$ cat src/rtl/ftg_pkg.sv
package ftg_pkg;

  function automatic int unsigned ftg_max(input int unsigned a, input int unsigned b);
    return (a > b) ? a : b;
  endfunction

  function automatic int unsigned ftg_width(input int unsigned v);
    int unsigned w;
    w = $clog2(v);
    return (w < 1) ? 1 : w;
  endfunction

endpackage

$ cat src/rtl/ftg_period_ctr.sv
module ftg_period_ctr #(
  parameter int unsigned DIV_EVEN = 108,
  parameter int unsigned DIV_ODD  = 109
) (
  input  logic clk,
  input  logic rst,
  input  logic clr,
  input  logic sel_odd,
  output logic at_end
);
  import ftg_pkg::*;

  localparam int unsigned DIV_MAX = ftg_max(DIV_EVEN, DIV_ODD);
  localparam int unsigned CNT_W   = ftg_width(DIV_MAX);
  localparam logic [CNT_W-1:0] LIM_EVEN = CNT_W'(DIV_EVEN - 1);
  localparam logic [CNT_W-1:0] LIM_ODD  = CNT_W'(DIV_ODD - 1);

  logic [CNT_W-1:0] cnt_q;
  logic [CNT_W-1:0] limit;

  assign limit  = sel_odd ? LIM_ODD : LIM_EVEN;
  assign at_end = (cnt_q >= limit);

  always_ff @(posedge clk) begin
    if (rst || clr) begin
      cnt_q <= '0;
    end else if (at_end) begin
      cnt_q <= '0;
    end else begin
      cnt_q <= cnt_q + 1'b1;
    end
  end

endmodule

$ cat src/rtl/ftg_sample_ctr.sv
module ftg_sample_ctr #(
  parameter int unsigned SAMPLES_PER_BIT = 8
) (
  input  logic clk,
  input  logic rst,
  input  logic clr,
  input  logic adv,
  output logic last
);
  import ftg_pkg::*;

  localparam int unsigned SAMP_W = ftg_width(SAMPLES_PER_BIT);
  localparam logic [SAMP_W-1:0] LAST_IDX = SAMP_W'(SAMPLES_PER_BIT - 1);

  logic [SAMP_W-1:0] idx_q;

  assign last = (idx_q == LAST_IDX);

  always_ff @(posedge clk) begin
    if (rst || clr) begin
      idx_q <= '0;
    end else if (adv) begin
      idx_q <= last ? '0 : idx_q + 1'b1;
    end
  end

endmodule

$ cat src/rtl/ftg_parity.sv
module ftg_parity (
  input  logic clk,
  input  logic rst,
  input  logic clr,
  input  logic flip,
  output logic odd
);

  always_ff @(posedge clk) begin
    if (rst || clr) begin
      odd <= 1'b0;
    end else if (flip) begin
      odd <= ~odd;
    end
  end

endmodule

$ cat src/rtl/frac_tick_gen.sv
module frac_tick_gen #(
  parameter int unsigned DIV_EVEN        = 108,
  parameter int unsigned DIV_ODD         = 109,
  parameter int unsigned SAMPLES_PER_BIT = 8
) (
  input  logic clk,
  input  logic rst,
  input  logic resync,
  output logic tick,
  output logic bit_strobe
);

  logic odd_q;
  logic period_end;
  logic sample_last;

  ftg_period_ctr #(
    .DIV_EVEN (DIV_EVEN),
    .DIV_ODD  (DIV_ODD)
  ) u_period (
    .clk     (clk),
    .rst     (rst),
    .clr     (resync),
    .sel_odd (odd_q),
    .at_end  (period_end)
  );

  assign tick       = period_end & ~resync & ~rst;
  assign bit_strobe = tick & sample_last;

  ftg_sample_ctr #(
    .SAMPLES_PER_BIT (SAMPLES_PER_BIT)
  ) u_samples (
    .clk  (clk),
    .rst  (rst),
    .clr  (resync),
    .adv  (tick),
    .last (sample_last)
  );

  ftg_parity u_parity (
    .clk  (clk),
    .rst  (rst),
    .clr  (resync),
    .flip (bit_strobe),
    .odd  (odd_q)
  );

endmodule

$ cat config.mk
export PLATFORM = sky130hd
export DESIGN_NAME = frac_tick_gen
export DESIGN_NICKNAME = d
export VERILOG_FILES = /design/src/rtl/ftg_pkg.sv /design/src/rtl/ftg_period_ctr.sv /design/src/rtl/ftg_sample_ctr.sv /design/src/rtl/ftg_parity.sv /design/src/rtl/frac_tick_gen.sv
export SDC_FILE = /design/constraint.sdc
export NUM_CORES = 1
export LEC_CHECK = 0
export ABC_AREA = 1
export BUFFER_PORTS_ARGS = -buffer_cell sky130_fd_sc_hd__buf_2
export CAP_MARGIN = 30
export CORE_MARGIN = 2
export CORE_UTILIZATION = 35
export DETAILED_ROUTE_END_ITERATION = 7
export SYNTH_ARGS = -nofsm -noshare
export SYNTH_HDL_FRONTEND = slang
export SYNTH_SLANG_ARGS = --single-unit
$ cat constraint.sdc
create_clock -name clk -period 3.2 [get_ports clk]
set_input_delay 0 -clock clk [delete_from_list [all_inputs] [get_ports clk]]
set_output_delay 0 -clock clk [all_outputs]
set_load 0.01 [all_outputs]
---- After elaboration in Yosys (flattened, before gate mapping) ----
Index checks and enable logic that the tools add are counted.
operators by class
  add/subtract/negate cells ............... 2
  bitwise operators ....................... 6
  reductions and logical operators ........ 2
  magnitude comparators ................... 1
  eq/ne operators ......................... 1
  muxes and demuxes ....................... 2
operators by type and width
  kind                                         number
  adder 7 x 1 -> 7 bit, second input constant  1
  >= comparator 7 bit                          1
  2-to-1 mux 3 bit                             2
  adder 3 x 1 -> 3 bit, second input constant  1
  AND 1 bit                                    3
  == test 3 bit, second input constant         1
  NOT 1 bit                                    3
  OR reduction 2 bit                           1
  logical OR 1 bit                             1
word-level totals
  word-level logic and storage cells ...... 17
  register bits after elaboration ......... 11
  bits of input ports ..................... 3
  output and inout bits ................... 2

---- Logic depth before layout (Yosys ltp) ----
Gate-level depths: netlist (run 1).
  depth after elaboration ................. 5
  mapped depth ............................ 12
  mapped depth without buffers ............ 12

---- Cells and area by module ----
Synthesis (run 1) repeated with hierarchy kept, for this count alone.
unflattened totals
  cells, all modules ...................... 84
  area total of the unflattened synthesis .. 621.8 um2
modules (own cells, without submodules)
  module          times used  cells an instance  sequential area each (um2)  area each (um2)
  ftg_period_ctr  1           51                 140.1                       395.4
  ftg_sample_ctr  1           21                 60.1                        153.9
  ftg_parity      1           6                  20.0                        41.3
  frac_tick_gen   1           6                  0.0                         31.3

---- Worst setup path before layout (run 1) ----
Ideal clock, no wire load.
  path kind ............................... reg-to-reg
  start ................................... reg u_parity.odd
  end ..................................... reg u_period.cnt_q[0]
  data required time ...................... 3.136 ns
  setup slack ............................. 1.841 ns
  arrival ................................. 1.295 ns
  clock period less this slack ............ 1.359 ns
  setup time .............................. 0.064 ns
  stages on the path, launching flop included .. 12
  buffers on the path ..................... 0
  path through ............................ dfxtp_1 > inv_1 > ha_1 > nand2_1 > inv_1 > nand2_1 > nand2_1 > nand2_1 > nand2_2 > nor2_2 > inv_2 > nor2_1
between the ends
  longest elaborated chain between the ends .. 3
ends and longest elaborated chain
  element                              line                  text
  start: declaration                   ftg_parity.sv:6       output logic odd
  start signal: assignment             ftg_parity.sv:13      odd <= ~odd;
  2-to-1 mux 3 bit                     ftg_period_ctr.sv:21  assign limit = sel_odd ? LIM_ODD : LIM_EVEN;
  named net u_period.limit[0]          ftg_period_ctr.sv:19  logic [CNT_W-1:0] limit;
  >= comparator 7 bit                  ftg_period_ctr.sv:22  assign at_end = (cnt_q >= limit);
  OR reduction 2 bit (no source line)  --
  end signal: assignment               ftg_period_ctr.sv:30  cnt_q <= cnt_q + 1'b1;
  end: declaration                     ftg_period_ctr.sv:18  logic [CNT_W-1:0] cnt_q;
The timed path passes the listed nets, and every way through them passes these cells.
A chain may end at the register's enable or synchronous reset.

---- Final worst setup path (run 1) ----
  start ................................... reg u_parity.odd
  end ..................................... out tick
between the ends
  longest elaborated chain between the ends .. 4
ends and longest elaborated chain
  element                      line                  text
  2-to-1 mux 3 bit             ftg_period_ctr.sv:21
  named net u_period.limit[0]  ftg_period_ctr.sv:19
  >= comparator 7 bit          ftg_period_ctr.sv:22
  AND 1 bit (2 in series)      frac_tick_gen.sv:28   assign tick = period_end & ~resync & ~rst;
  end: declaration             frac_tick_gen.sv:9    output logic tick,
The timed path passes the listed nets, and every way through them passes these cells.

==> results.md, run 1 <==
- Post-DRT Antenna Nets: 0
- Root buffer cell: clkbuf_4
- PostCTS Resize Cnt: 0
- Critical Path Sink Type: primary output
- Net Sw Power: 51.47 µW
- Initial antenna violation count: 0
- #FFs+latches synth: 11
- Status: finished, final reports clean
- Die X: 44.42 µm
- Initial Utilization: 37.52%
- Share of layout cells above drive strength 1: 19.05%
- Layout area overhead: 15.10%
- Tmin final: 1.647 ns
- Flop2flop setup slack: 1.69 ns
- Hold Buf Count CTS: 2
- Post-CTS Setup Bufs: 0
- Normalized max-slew margin: 85.46%
- Via total after detailed routing: 419
- Max Fclk: 607.0 MHz
- Io pins: 5
- Clock Latency Late Sink: 0.26 ns
- Max cap viols: 0
- Placer Congestion: 0.7506
- Final Hold Viols: 0
- Hold_sp: resync
- Critical Path Fanout Max: 4
- RSZ-0062 raised after global routing: no
- Total Power: 243.3 µW
- Sequential-to-total area share from yosys stat: 38.51%
- Area of the multi-input gates: 302.8 µm²
- Area contributors post-synth: dfxtp_1 39%, ha_1 13%, nand2_1 11%, inv_1 6.6%, nor2_1 5.9%
- Drt total wl: 822 µm
- Maximum number of pins on one net before global-route repair: 8
- First-pass GRT wire length: 1566 µm
- Net count after synthesis: 83
- Int Power: 191.8 µW
- DP HPWL: 636.5 µm
- Total leakage power: 0.3071 nW
- Fin crit share: 51.48%
- Combinational power share: 5.1%
- Layout Nets: 94
- RR Endpoint: u_period.cnt_q[6]$_SDFF_PP0_
- Worst vdd ir: 190.2 µV
- Synthesis Warnings: 0
- Tot GR Track Use: 11.33%
- Max Buffers Root-to-Sink: 2
- Post-Syn Area: 571.8 µm²
- H-tree Lvls: 1
- WP data arrival: 1.65 ns
- Overflow left after global routing: 0
- Startpoint Class: register
- # port buffers: 4
- Slew @ Worst Pin: 0.2164 ns
- Critical path class: register to primary output
- DRT Pass-1 Iters: 3
- Async S/R FF share, synth: 0%
- Mean area per synthesized cell: 7.727 µm²
- Top FF cell, synth: dfxtp_1
- DIE HEIGHT: 44.42 µm
- Num rows: 14
- Detail-routed net length per standard cell: 8.220 µm
- Reg2reg start: u_parity.odd$_SDFFE_PP0P_
- CTS Buf Count: 3
- Vias in the first global route: 416
- Critical Path RT: 3.20 ns
- Die area: 1973 µm²
- Seq pwr share: 57.2%
- Final-report setup violation count: 0
- Leading area contributor after synthesis: dfxtp_1
- N_diodes: 0
- Yosys cell types: 17
- Worst hold stages: 5
- CTS tree: yes
- Setup TNS: 0 ns
- Reg2Reg Depth: 11
- Power per Cell Area: 369.6 nW/µm²
- Clock power share: 37.7%
- Post-DP Area: 611.8 µm²
- Via density: 4.190
- Hold crit path type: primary input to register
- Worst-path clk slew: 0.07 ns
- Post-synth top area share: 38.51%
- Hold Crit Endpoint: u_parity.odd$_SDFFE_PP0P_
- Switching share of total power: 21.16%
- Reg area: 220.2 µm²
- Post-synth EDFFs: 0
- Iter 0 DRT Violations: 11
- Fillers: 160
- Core ar.: 1524 µm²
- Synth Instances: 74
- Final Cell Area: 658.1 µm²
- Fin. max-slew vios: 0
- DRC: 0
- Clk_skew: 0.003558 ns
- Num Clock Sinks: 11
## state kept, by name (all words and copies together) (netlist names)
register,cells
u_parity.odd,1
u_period.cnt_q,7
u_samples.idx_q,3
## cell families after synthesis
family                     share of synthesized area [%]
and+or+nand+nor                                    31.29
AOI/OAI and AO/OA                                 0.8744
DFF                                                38.51
xor gates and xnor gates                           7.660
buffers and inverters                              8.534
adders and majority gates                          13.13
## cells in the final DEF, fill, tap and decap left out
cell type / netlist / routed
nor2_4: 1 / 1
dlygate4sd3_1: 0 / 2
xor2_1: 3 / 3
clkbuf_1: 0 / 1
dfxtp_1: 11 / 11
nand4_1: 1 / 1
a21oi_1: 1 / 1
inv_1: 10 / 10
buf_2: 0 / 4
nor2_1: 9 / 9
nor3_2: 1 / 1
nand3_2: 1 / 1
nand2_1: 17 / 17
nand2_2: 1 / 1
nor2_2: 2 / 2
inv_2: 3 / 3
ha_1: 6 / 6
xnor2_1: 2 / 2
nand3_1: 3 / 3
clkbuf_4: 0 / 3
nor3_1: 2 / 2
## synthesized netlist by cell type (2+ instances only)
cell type / number
inv_2: 3
xor2_1: 3
nor3_1: 2
nand2_1: 17
dfxtp_1: 11
xnor2_1: 2
nor2_1: 9
nand3_1: 3
ha_1: 6
inv_1: 10
nor2_2: 2
## worst max-delay path by stage
stage	from	end	slack, ns	cells after the start
after floorplan	u_parity.odd$_SDFFE_PP0P_	u_period.cnt_q[0]$_SDFF_PP0_	1.84	11
after global placement	u_parity.odd$_SDFFE_PP0P_	u_period.cnt_q[0]$_SDFF_PP0_	1.68	9
after detailed placement	u_parity.odd$_SDFFE_PP0P_	u_period.cnt_q[6]$_SDFF_PP0_	1.68	9
after CTS	u_parity.odd$_SDFFE_PP0P_	tick	1.52	11
after global routing	u_parity.odd$_SDFFE_PP0P_	tick	1.39	11
final	u_parity.odd$_SDFFE_PP0P_	tick	1.55	11
## layout make-up
class,instances,share of cell area (%)
sequential,11,33.46
inverter,13,7.414
multi-input combinational,50,46.01
timing repair buffer,6,6.084
clock buffer,4,3.992
tap,16,3.042
## through the flow
stage,std cells,hold WS [ns],worst slack (ns),util [%]
floorplan,74,0.1513,1.841,-
global placement,94,0.2719,1.676,40.15
detailed placement,94,0.2771,1.677,40.15
CTS,100,0.08442,1.521,43.19
global route,100,0.1695,1.391,43.19
finish,100,0.09327,1.553,43.19
## metal layers
layer | GRT usage (%) | share of wire, % | up-vias
li1 | - | - | 247
met1 | 12.81 | 54 | 168
met2 | 17.35 | 42 | 2
met3 | 3.673 | 2.1 | 2
met4 | 9.091 | 1.3 | 0
met5 | 0 | 0 | -
## worst max-delay path, cell delays in order (launching register included)
cell,delay [ns]
dfxtp_1,0.36
inv_1,0.08
ha_1,0.30
nand2_1,0.05
inv_1,0.04
nand2_1,0.04
nand2_1,0.05
nand2_1,0.05
nand2_2,0.11
inv_2,0.05
nor2_4,0.11
buf_2,0.15
## power by group through the flow
stage | sequential, mW | clock, mW | combinational, mW
after floorplan | 0.142 | 0 | 0.00772
after global placement | 0.142 | 0 | 0.0105
after detailed placement | 0.142 | 0 | 0.0105
after CTS | 0.139 | 0.0971 | 0.0124
after global routing | 0.139 | 0.0994 | 0.0147
final | 0.139 | 0.0917 | 0.0124
Note: power is estimated with default switching activity, not from simulation.
==> run 2: changes to the inputs <==
==> constraint.sdc (replaced) <==
create_clock -name clk -period 1.65 [get_ports clk]
set_input_delay 0 -clock clk [delete_from_list [all_inputs] [get_ports clk]]
set_output_delay 0 -clock clk [all_outputs]
set_load 0.01 [all_outputs]
==> run 2 against run 1 <==
  * Total power up 97%
  * Via count up 12%
  * Utilization up 3.7 points
  * Sequential share of layout area down 1.9 points
  * Final cell count up 2.0%
  * Combinational power up 150%
  * Hold slack better by 0.024 ns
  * First-iteration DRC count up 9.1%
  * Die area unchanged
  * Global-route usage up 1.4 points
  * Clock power up 97%
  * Flip-flop and latch count unchanged
==> results.md, run 2 (synthesis gave the netlist of run 1 again) <==
- Startpoint Class: register (unchanged)
- Clock power share: 37.6% (was 37.7%)
- Final-report setup violation count: 0 (unchanged)
- Worst vdd ir: 365.5 µV (was 190.2 µV)
- Die X: 44.42 µm (unchanged)
- Num rows: 14 (unchanged)
- Layout Nets: 96 (was 94)
- Dpl cells: 94 (unchanged)
- Cell depth of the worst setup path: 11 (unchanged)
- Max Fclk: 627.2 MHz
- H-tree Lvls: 1 (unchanged)
- Worst Slack Setup Final: 0.05557 ns (was 1.553 ns)
- Root buffer cell: clkbuf_4 (unchanged)
- CTS tree: yes (unchanged)
- Placement Setup Slack: 0.07007 ns (was 1.677 ns)
- WP buf/inv: 4 (unchanged)
- Fin. max-slew vios: 0 (unchanged)
- Worst-path clk slew: 0.07 ns (about the same)
- Most common cell after layout, fill and taps aside: nand2_1 (unchanged)
- Maximum number of pins on one net before global-route repair: 8 (unchanged)
- Slowest Stage Delay on Critical Path: 0.37 ns (was 0.36 ns)
- Clock Latency Late Sink: 0.27 ns (was 0.26 ns)
- Commonest non-fill, non-tap cells in the layout: 16 x nand2_1, 9 x nor2_1, 9 x dfxtp_1, 8 x inv_1 (was 17 x nand2_1, 11 x dfxtp_1, 10 x inv_1, 9 x nor2_1, 6 x ha_1)
- Vias in the first global route: 432 (was 416)
- Clk_skew: 0.0007550 ns (was 0.003558 ns)
- DRC: 0 (unchanged)
- Largest reg by FF count: u_period.cnt_q (unchanged)
- Tmin final: 1.594 ns
- Area of the multi-input gates: 330.3 µm² (was 302.8 µm²)
- Iter 0 DRT Violations: 12 (was 11)
- Placer Congestion: 0.6924 (was 0.7506)
- Num Clock Sinks: 11 (unchanged)
- Crit-path most repeated cell: nand2_1 (unchanged)
- Via total after detailed routing: 468 (was 419)
- Status: finished, final reports clean (unchanged)
- First-pass GRT wire length: 1725 µm (was 1566 µm)
- Final Hold Viols: 0 (unchanged)
- Normalized max-slew margin: 86.16% (was 85.46%)
- Critical Path RT: 1.65 ns (was 3.20 ns)
- RSZ-0062 raised after global routing: yes (was no)
- Hold crit path type: primary input to register (unchanged)
- Via density: 4.588 (was 4.190)
- Top Registers: u_period.cnt_q x7, u_samples.idx_q x3, u_parity.odd x1 (unchanged)
- Int Power: 375.1 µW (was 191.8 µW)
- Critical path class: register to primary output (unchanged)
- Total leakage power: 0.3203 nW (was 0.3071 nW)
- Layout area overhead: 24.95% (was 15.10%)
- DP HPWL: 677.9 µm (was 636.5 µm)
- DIE HEIGHT: 44.42 µm (unchanged)
- Final Util: 46.88% (was 43.19%)
- Power per Cell Area: 672.0 nW/µm² (was 369.6 nW/µm²)
- Drt total wl: 968 µm (was 822 µm)
- # port buffers: 4 (unchanged)
- Worst path top cell family by delay: simple AND/OR/NAND/NOR gates (unchanged)
- Reg2Reg Depth: 8 (was 11)
- N_diodes: 0 (unchanged)
- Switching share of total power: 21.86% (was 21.16%)
- Net Sw Power: 105.0 µW (was 51.47 µW)
- Post-DRT Antenna Nets: 0 (unchanged)
- Combinational power share: 6.4% (was 5.1%)
- Max reg flops: 7 (unchanged)
- Critical Path Sink Type: primary output (unchanged)
- Fin crit share: 96.63%
- Initial antenna violation count: 0 (unchanged)
- Detail-routed net length per standard cell: 9.490 µm (was 8.220 µm)
- Max Buffers Root-to-Sink: 2 (unchanged)
- Overflow left after global routing: 0 (unchanged)
- DRT Pass-1 Iters: 4 (was 3)
- Share of layout cells above drive strength 1: 29.07% (was 19.05%)
- Io pins: 5 (unchanged)
- Seq pwr share: 55.9% (was 57.2%)
- Initial Utilization: 37.52% (unchanged)
- Core ar.: 1524 µm² (unchanged)
- Die area: 1973 µm² (unchanged)
- Critical-path top delay cell: dfxtp_4 (was dfxtp_1)
- Post-Layout Cell Count: 102 (was 100)
- Reg area: 225.2 µm² (was 220.2 µm²)
- Slew @ Worst Pin: 0.2061 ns (was 0.2164 ns)
- Worst path cell trace: inv_4 -> ha_4 -> nand2_2 -> inv_2 -> nand2_1 -> nand2_1 -> nand2_1 -> nand2_2 -> inv_2 -> nor2_4 -> buf_6 (was inv_1 -> ha_1 -> nand2_1 -> inv_1 -> nand2_1 -> nand2_1 -> nand2_1 -> nand2_2 -> inv_2 -> nor2_4 -> buf_2)
- Fillers: 150 (was 160)
- WP data arrival: 1.59 ns (was 1.65 ns)
- Worst hold stages: 6 (was 5)
- Critical Path Fanout Max: 4 (unchanged)
- Max cap viols: 0 (unchanged)
- Tot GR Track Use: 12.77% (was 11.33%)
- CTS Buf Count: 3 (unchanged)
## run 2: cell count changes in the layout (fill, tap and decap cells not counted), sizes merged
cell,previous run,this run
buf,4,6
## run 2: routing by layer
| layer | GRT usage, % | vias to the layer above | routed length [µm] |
|---|---|---|---|
| met2 | 18.82 | 7 | 437 |
| met4 | 14.55 | 0 | 48 |
| met1 | 15.11 | 203 | 457 |
| li1 | - | 253 | - |
| met5 | 0 | - | 0 |
| met3 | 1.224 | 5 | 25 |
## run 2: worst reg2reg max path: cells and delay by family, from the launching register on
family | cells | cell delay [ns]
flip-flops | 1 | 0.43
AND/OR/NAND/NOR | 5 | 0.54
AO/OA/AOI/OAI | 1 | 0.12
adder cells (fa/ha/maj) | 1 | 0.24
buffers and inverters | 1 | 0.11
## run 2: layout make-up
class                      count  area share, %
timing repair buffer           8          8.581
multi-input combinational     50          46.23
inverter                      13          7.180
tap                           16          2.802
sequential                    11          31.52
clock buffer                   4          3.678
## run 2: stage by stage
stage | area [µm²] | hold slack, ns | TNS, ns | power [mW]
2_1_floorplan | 571.8 | 0.1513 | 0 | 0.2906
3_3_place_gp | 611.8 | 0.2739 | 0 | 0.2968
3_5_place_dp | 611.8 | 0.2769 | 0 | 0.2968
4_1_cts | 665.6 | 0.08104 | 0 | 0.4870
5_1_grt | 714.4 | 0.1553 | -0.04763 | 0.5035
6_report | 714.4 | 0.1172 | 0 | 0.4801
## run 2: path summary, 6_finish.rpt
check             slack [ns]                          from                            to
hold reg to reg         0.43  u_period.cnt_q[0]$_SDFF_PP0_  u_period.cnt_q[0]$_SDFF_PP0_
hold / removal          0.12                        resync     u_parity.odd$_SDFFE_PP0P_
setup / recovery        0.06     u_parity.odd$_SDFFE_PP0P_                          tick
setup reg to reg        0.14  u_period.cnt_q[2]$_SDFF_PP0_  u_period.cnt_q[6]$_SDFF_PP0_
## run 2: power by group through the flow
stage	clock network [mW]	logic (mW)	registers [mW]
6_report	0.181	0.0309	0.269
5_1_grt	0.198	0.0366	0.269
4_1_cts	0.193	0.0242	0.270
3_5_place_dp	0	0.0205	0.276
3_3_place_gp	0	0.0206	0.276
2_1_floorplan	0	0.0150	0.276
## run 2: what timing repair did
item	4_1_cts	5_1_grt
resized for setup	2	8
hold endpoints to repair	1	0
hold buffers	2	0
pin swaps	1	4
setup endpoints to repair	1	9
setup buffers	0	2
==> run 3: changes to the inputs <==
==> constraint.sdc (replaced) <==
create_clock -name clk -period 1.6 [get_ports clk]
set_input_delay 0 -clock clk [delete_from_list [all_inputs] [get_ports clk]]
set_output_delay 0 -clock clk [all_outputs]
set_load 0.01 [all_outputs]
==> run 3 against run 2 <==
  * Die area unchanged
  * Flip-flop and latch count did not move
  * Sequential power up 3%
  * Utilization rose by 1.3 points
  * Via count decreased by 3.0%
  * Final cell count rose by 0.98%
  * Total power up 4.5%
  * Largest cell class unchanged
==> results.md, run 3 (synthesis gave the netlist of run 1 again) <==
- Switching share of total power: 23.07% (was 21.86%)
- Clk_skew: 0.004801 ns (was 0.0007550 ns)
- Final-report setup violation count: 0 (unchanged)
- Max Buffers Root-to-Sink: 2 (unchanged)
- Overflow left after global routing: 0 (unchanged)
- Critical Path Sink Type: primary output (unchanged)
- Hold crit path type: primary input to register (unchanged)
- Detail-routed net length per standard cell: 9.301 µm (was 9.490 µm)
- Via total after detailed routing: 454 (was 468)
- Tmin final: 1.534 ns
- Layout area overhead: 28.45% (was 24.95%)
- Net Sw Power: 115.8 µW (was 105.0 µW)
- Fin. max-slew vios: 0 (unchanged)
- Worst path cell trace: inv_4 -> ha_4 -> nand2_2 -> inv_2 -> nand2_1 -> nand2_1 -> nand2_1 -> nand2_2 -> inv_2 -> nor2_4 -> buf_6 (unchanged)
- Num rows: 14 (unchanged)
- Crit-path most repeated cell: nand2_1 (unchanged)
- Post-DP Area: 619.3 µm² (was 611.8 µm²)
- Setup TNS: 0 ns (unchanged)
- Num Clock Sinks: 11 (unchanged)
- Initial Utilization: 37.52% (unchanged)
- Core ar.: 1524 µm² (unchanged)
- Status: finished, final reports clean (unchanged)
- Max reg flops: 7 (unchanged)
- DRT Pass-1 Iters: 2 (was 4)
- Clock Latency Late Sink: 0.28 ns (was 0.27 ns)
- Top Registers: u_period.cnt_q x7, u_samples.idx_q x3, u_parity.odd x1 (unchanged)
- Drt total wl: 958 µm (was 968 µm)
- CTS Buf Count: 3 (unchanged)
- First-pass GRT wire length: 1787 µm (was 1725 µm)
- Placer Congestion: 0.7306 (was 0.6924)
- DIE HEIGHT: 44.42 µm (unchanged)
- N_diodes: 0 (unchanged)
- Commonest non-fill, non-tap cells in the layout: 16 x nand2_1, 10 x dfxtp_1, 9 x nor2_1, 7 x inv_1 (was 16 x nand2_1, 9 x nor2_1, 9 x dfxtp_1, 8 x inv_1)
- Post-Layout Cell Count: 103 (was 102)
- # port buffers: 4 (unchanged)
- Max cap viols: 0 (unchanged)
- Final Cell Area: 734.5 µm² (was 714.4 µm²)
- Critical path class: register to primary output (unchanged)
- Combinational power share: 6.2% (was 6.4%)
- WP data arrival: 1.53 ns (was 1.59 ns)
- RSZ-0062 raised after global routing: yes (unchanged)
- Die X: 44.42 µm (unchanged)
- Int Power: 386.1 µW (was 375.1 µW)
- Final Util: 48.19% (was 46.88%)
- Initial antenna violation count: 0 (unchanged)
- Most common cell after layout, fill and taps aside: nand2_1 (unchanged)
- Startpoint Class: register (unchanged)
- Dpl cells: 95 (was 94)
- Tot GR Track Use: 12.99% (was 12.77%)
- DRC: 0 (unchanged)
- Fin crit share: 95.86%
- Total leakage power: 0.3255 nW (was 0.3203 nW)
- Post-DRT Antenna Nets: 0 (unchanged)
- Vias in the first global route: 428 (was 432)
- Worst vdd ir: 464.6 µV (was 365.5 µV)
- Via density: 4.408 (was 4.588)
- Slowest Stage Delay on Critical Path: 0.37 ns (about the same)
- Largest reg by FF count: u_period.cnt_q (unchanged)
- Total Power: 501.9 µW (was 480.1 µW)
- H-tree Lvls: 1 (unchanged)
- Clock power share: 38.8% (was 37.6%)
- Worst-path clk slew: 0.07 ns (about the same)
- Share of layout cells above drive strength 1: 29.89% (was 29.07%)
- Critical Path RT: 1.60 ns (was 1.65 ns)
- Final Hold Viols: 0 (unchanged)
- Slew @ Worst Pin: 0.2303 ns (was 0.2061 ns)
- DP HPWL: 698.8 µm (was 677.9 µm)
- Normalized max-slew margin: 84.53% (was 86.16%)
- CTS tree: yes (unchanged)
- Die area: 1973 µm² (unchanged)
- Seq pwr share: 55.0% (was 55.9%)
- Root buffer cell: clkbuf_4 (unchanged)
- Io pins: 5 (unchanged)
- Critical-path top delay cell: dfxtp_4 (unchanged)
- Maximum number of pins on one net before global-route repair: 8 (unchanged)
- Critical Path Fanout Max: 4 (unchanged)
- Layout Nets: 97 (was 96)
- Power per Cell Area: 683.4 nW/µm² (was 672.0 nW/µm²)
- Max Fclk: 652.0 MHz
- Iter 0 DRT Violations: 3 (was 12)
run 3: routing by layer:
metal	up-vias	global-route usage, %	wire length, µm
li1	252	-	-
met4	0	10.91	38
met5	-	0	0
met1	192	17.30	467
met2	5	17.06	420
met3	5	3.673	32
run 3: area by class of cell:
cell class / instances / area, µm²
Fill cell: 148 / 789.5
Multi-Input combinational cell: 50 / 335.3
Sequential cell: 11 / 224.0
Timing Repair Buffer: 9 / 75.07
Inverter: 13 / 53.80
Clock buffer: 4 / 26.28
Tap cell: 16 / 20.02
run 3: critical path: cells and delay by family (launching register included):
family                     cells  cell delay, ns
adders and majority gates      1            0.26
buffers and inverters          4            0.25
DFF                            1            0.37
and+or+nand+nor                6            0.38
run 3: worst paths after layout:
check	slack (ns)	start	end	depth (start not counted)
max	0.07	u_parity.odd$_SDFFE_PP0P_	tick	11
min reg2reg	0.46	u_samples.idx_q[1]$_SDFFE_PP0P_	u_samples.idx_q[1]$_SDFFE_PP0P_	2
max reg2reg	0.11	u_parity.odd$_SDFFE_PP0P_	u_period.cnt_q[2]$_SDFF_PP0_	11
min	0.11	resync	u_parity.odd$_SDFFE_PP0P_	6
run 3: power groups by stage:
stage	registers, mW	logic [mW]	clock network [mW]
after floorplan	0.284	0.0154	0
after global placement	0.284	0.0229	0
after detailed placement	0.284	0.0235	0
after CTS	0.278	0.0285	0.196
after global routing	0.276	0.0367	0.212
final	0.276	0.0312	0.195
run 3: repair_timing:
item,4_1_cts,5_1_grt
setup endpoints to repair,2,12
pin swaps,3,5
gates resized for setup,5,8
hold buffers,2,0
hold endpoints to repair,1,0
buffers inserted,2,0
run 3: stage by stage:
stage | setup slack [ns] | hold slack (ns)
floorplan | 0.2408 | 0.1513
global placement | 0.09403 | 0.2695
detailed placement | 0.09818 | 0.2722
CTS | 0.02882 | 0.09036
global route | -0.04209 | 0.1417
finish | 0.06628 | 0.1106
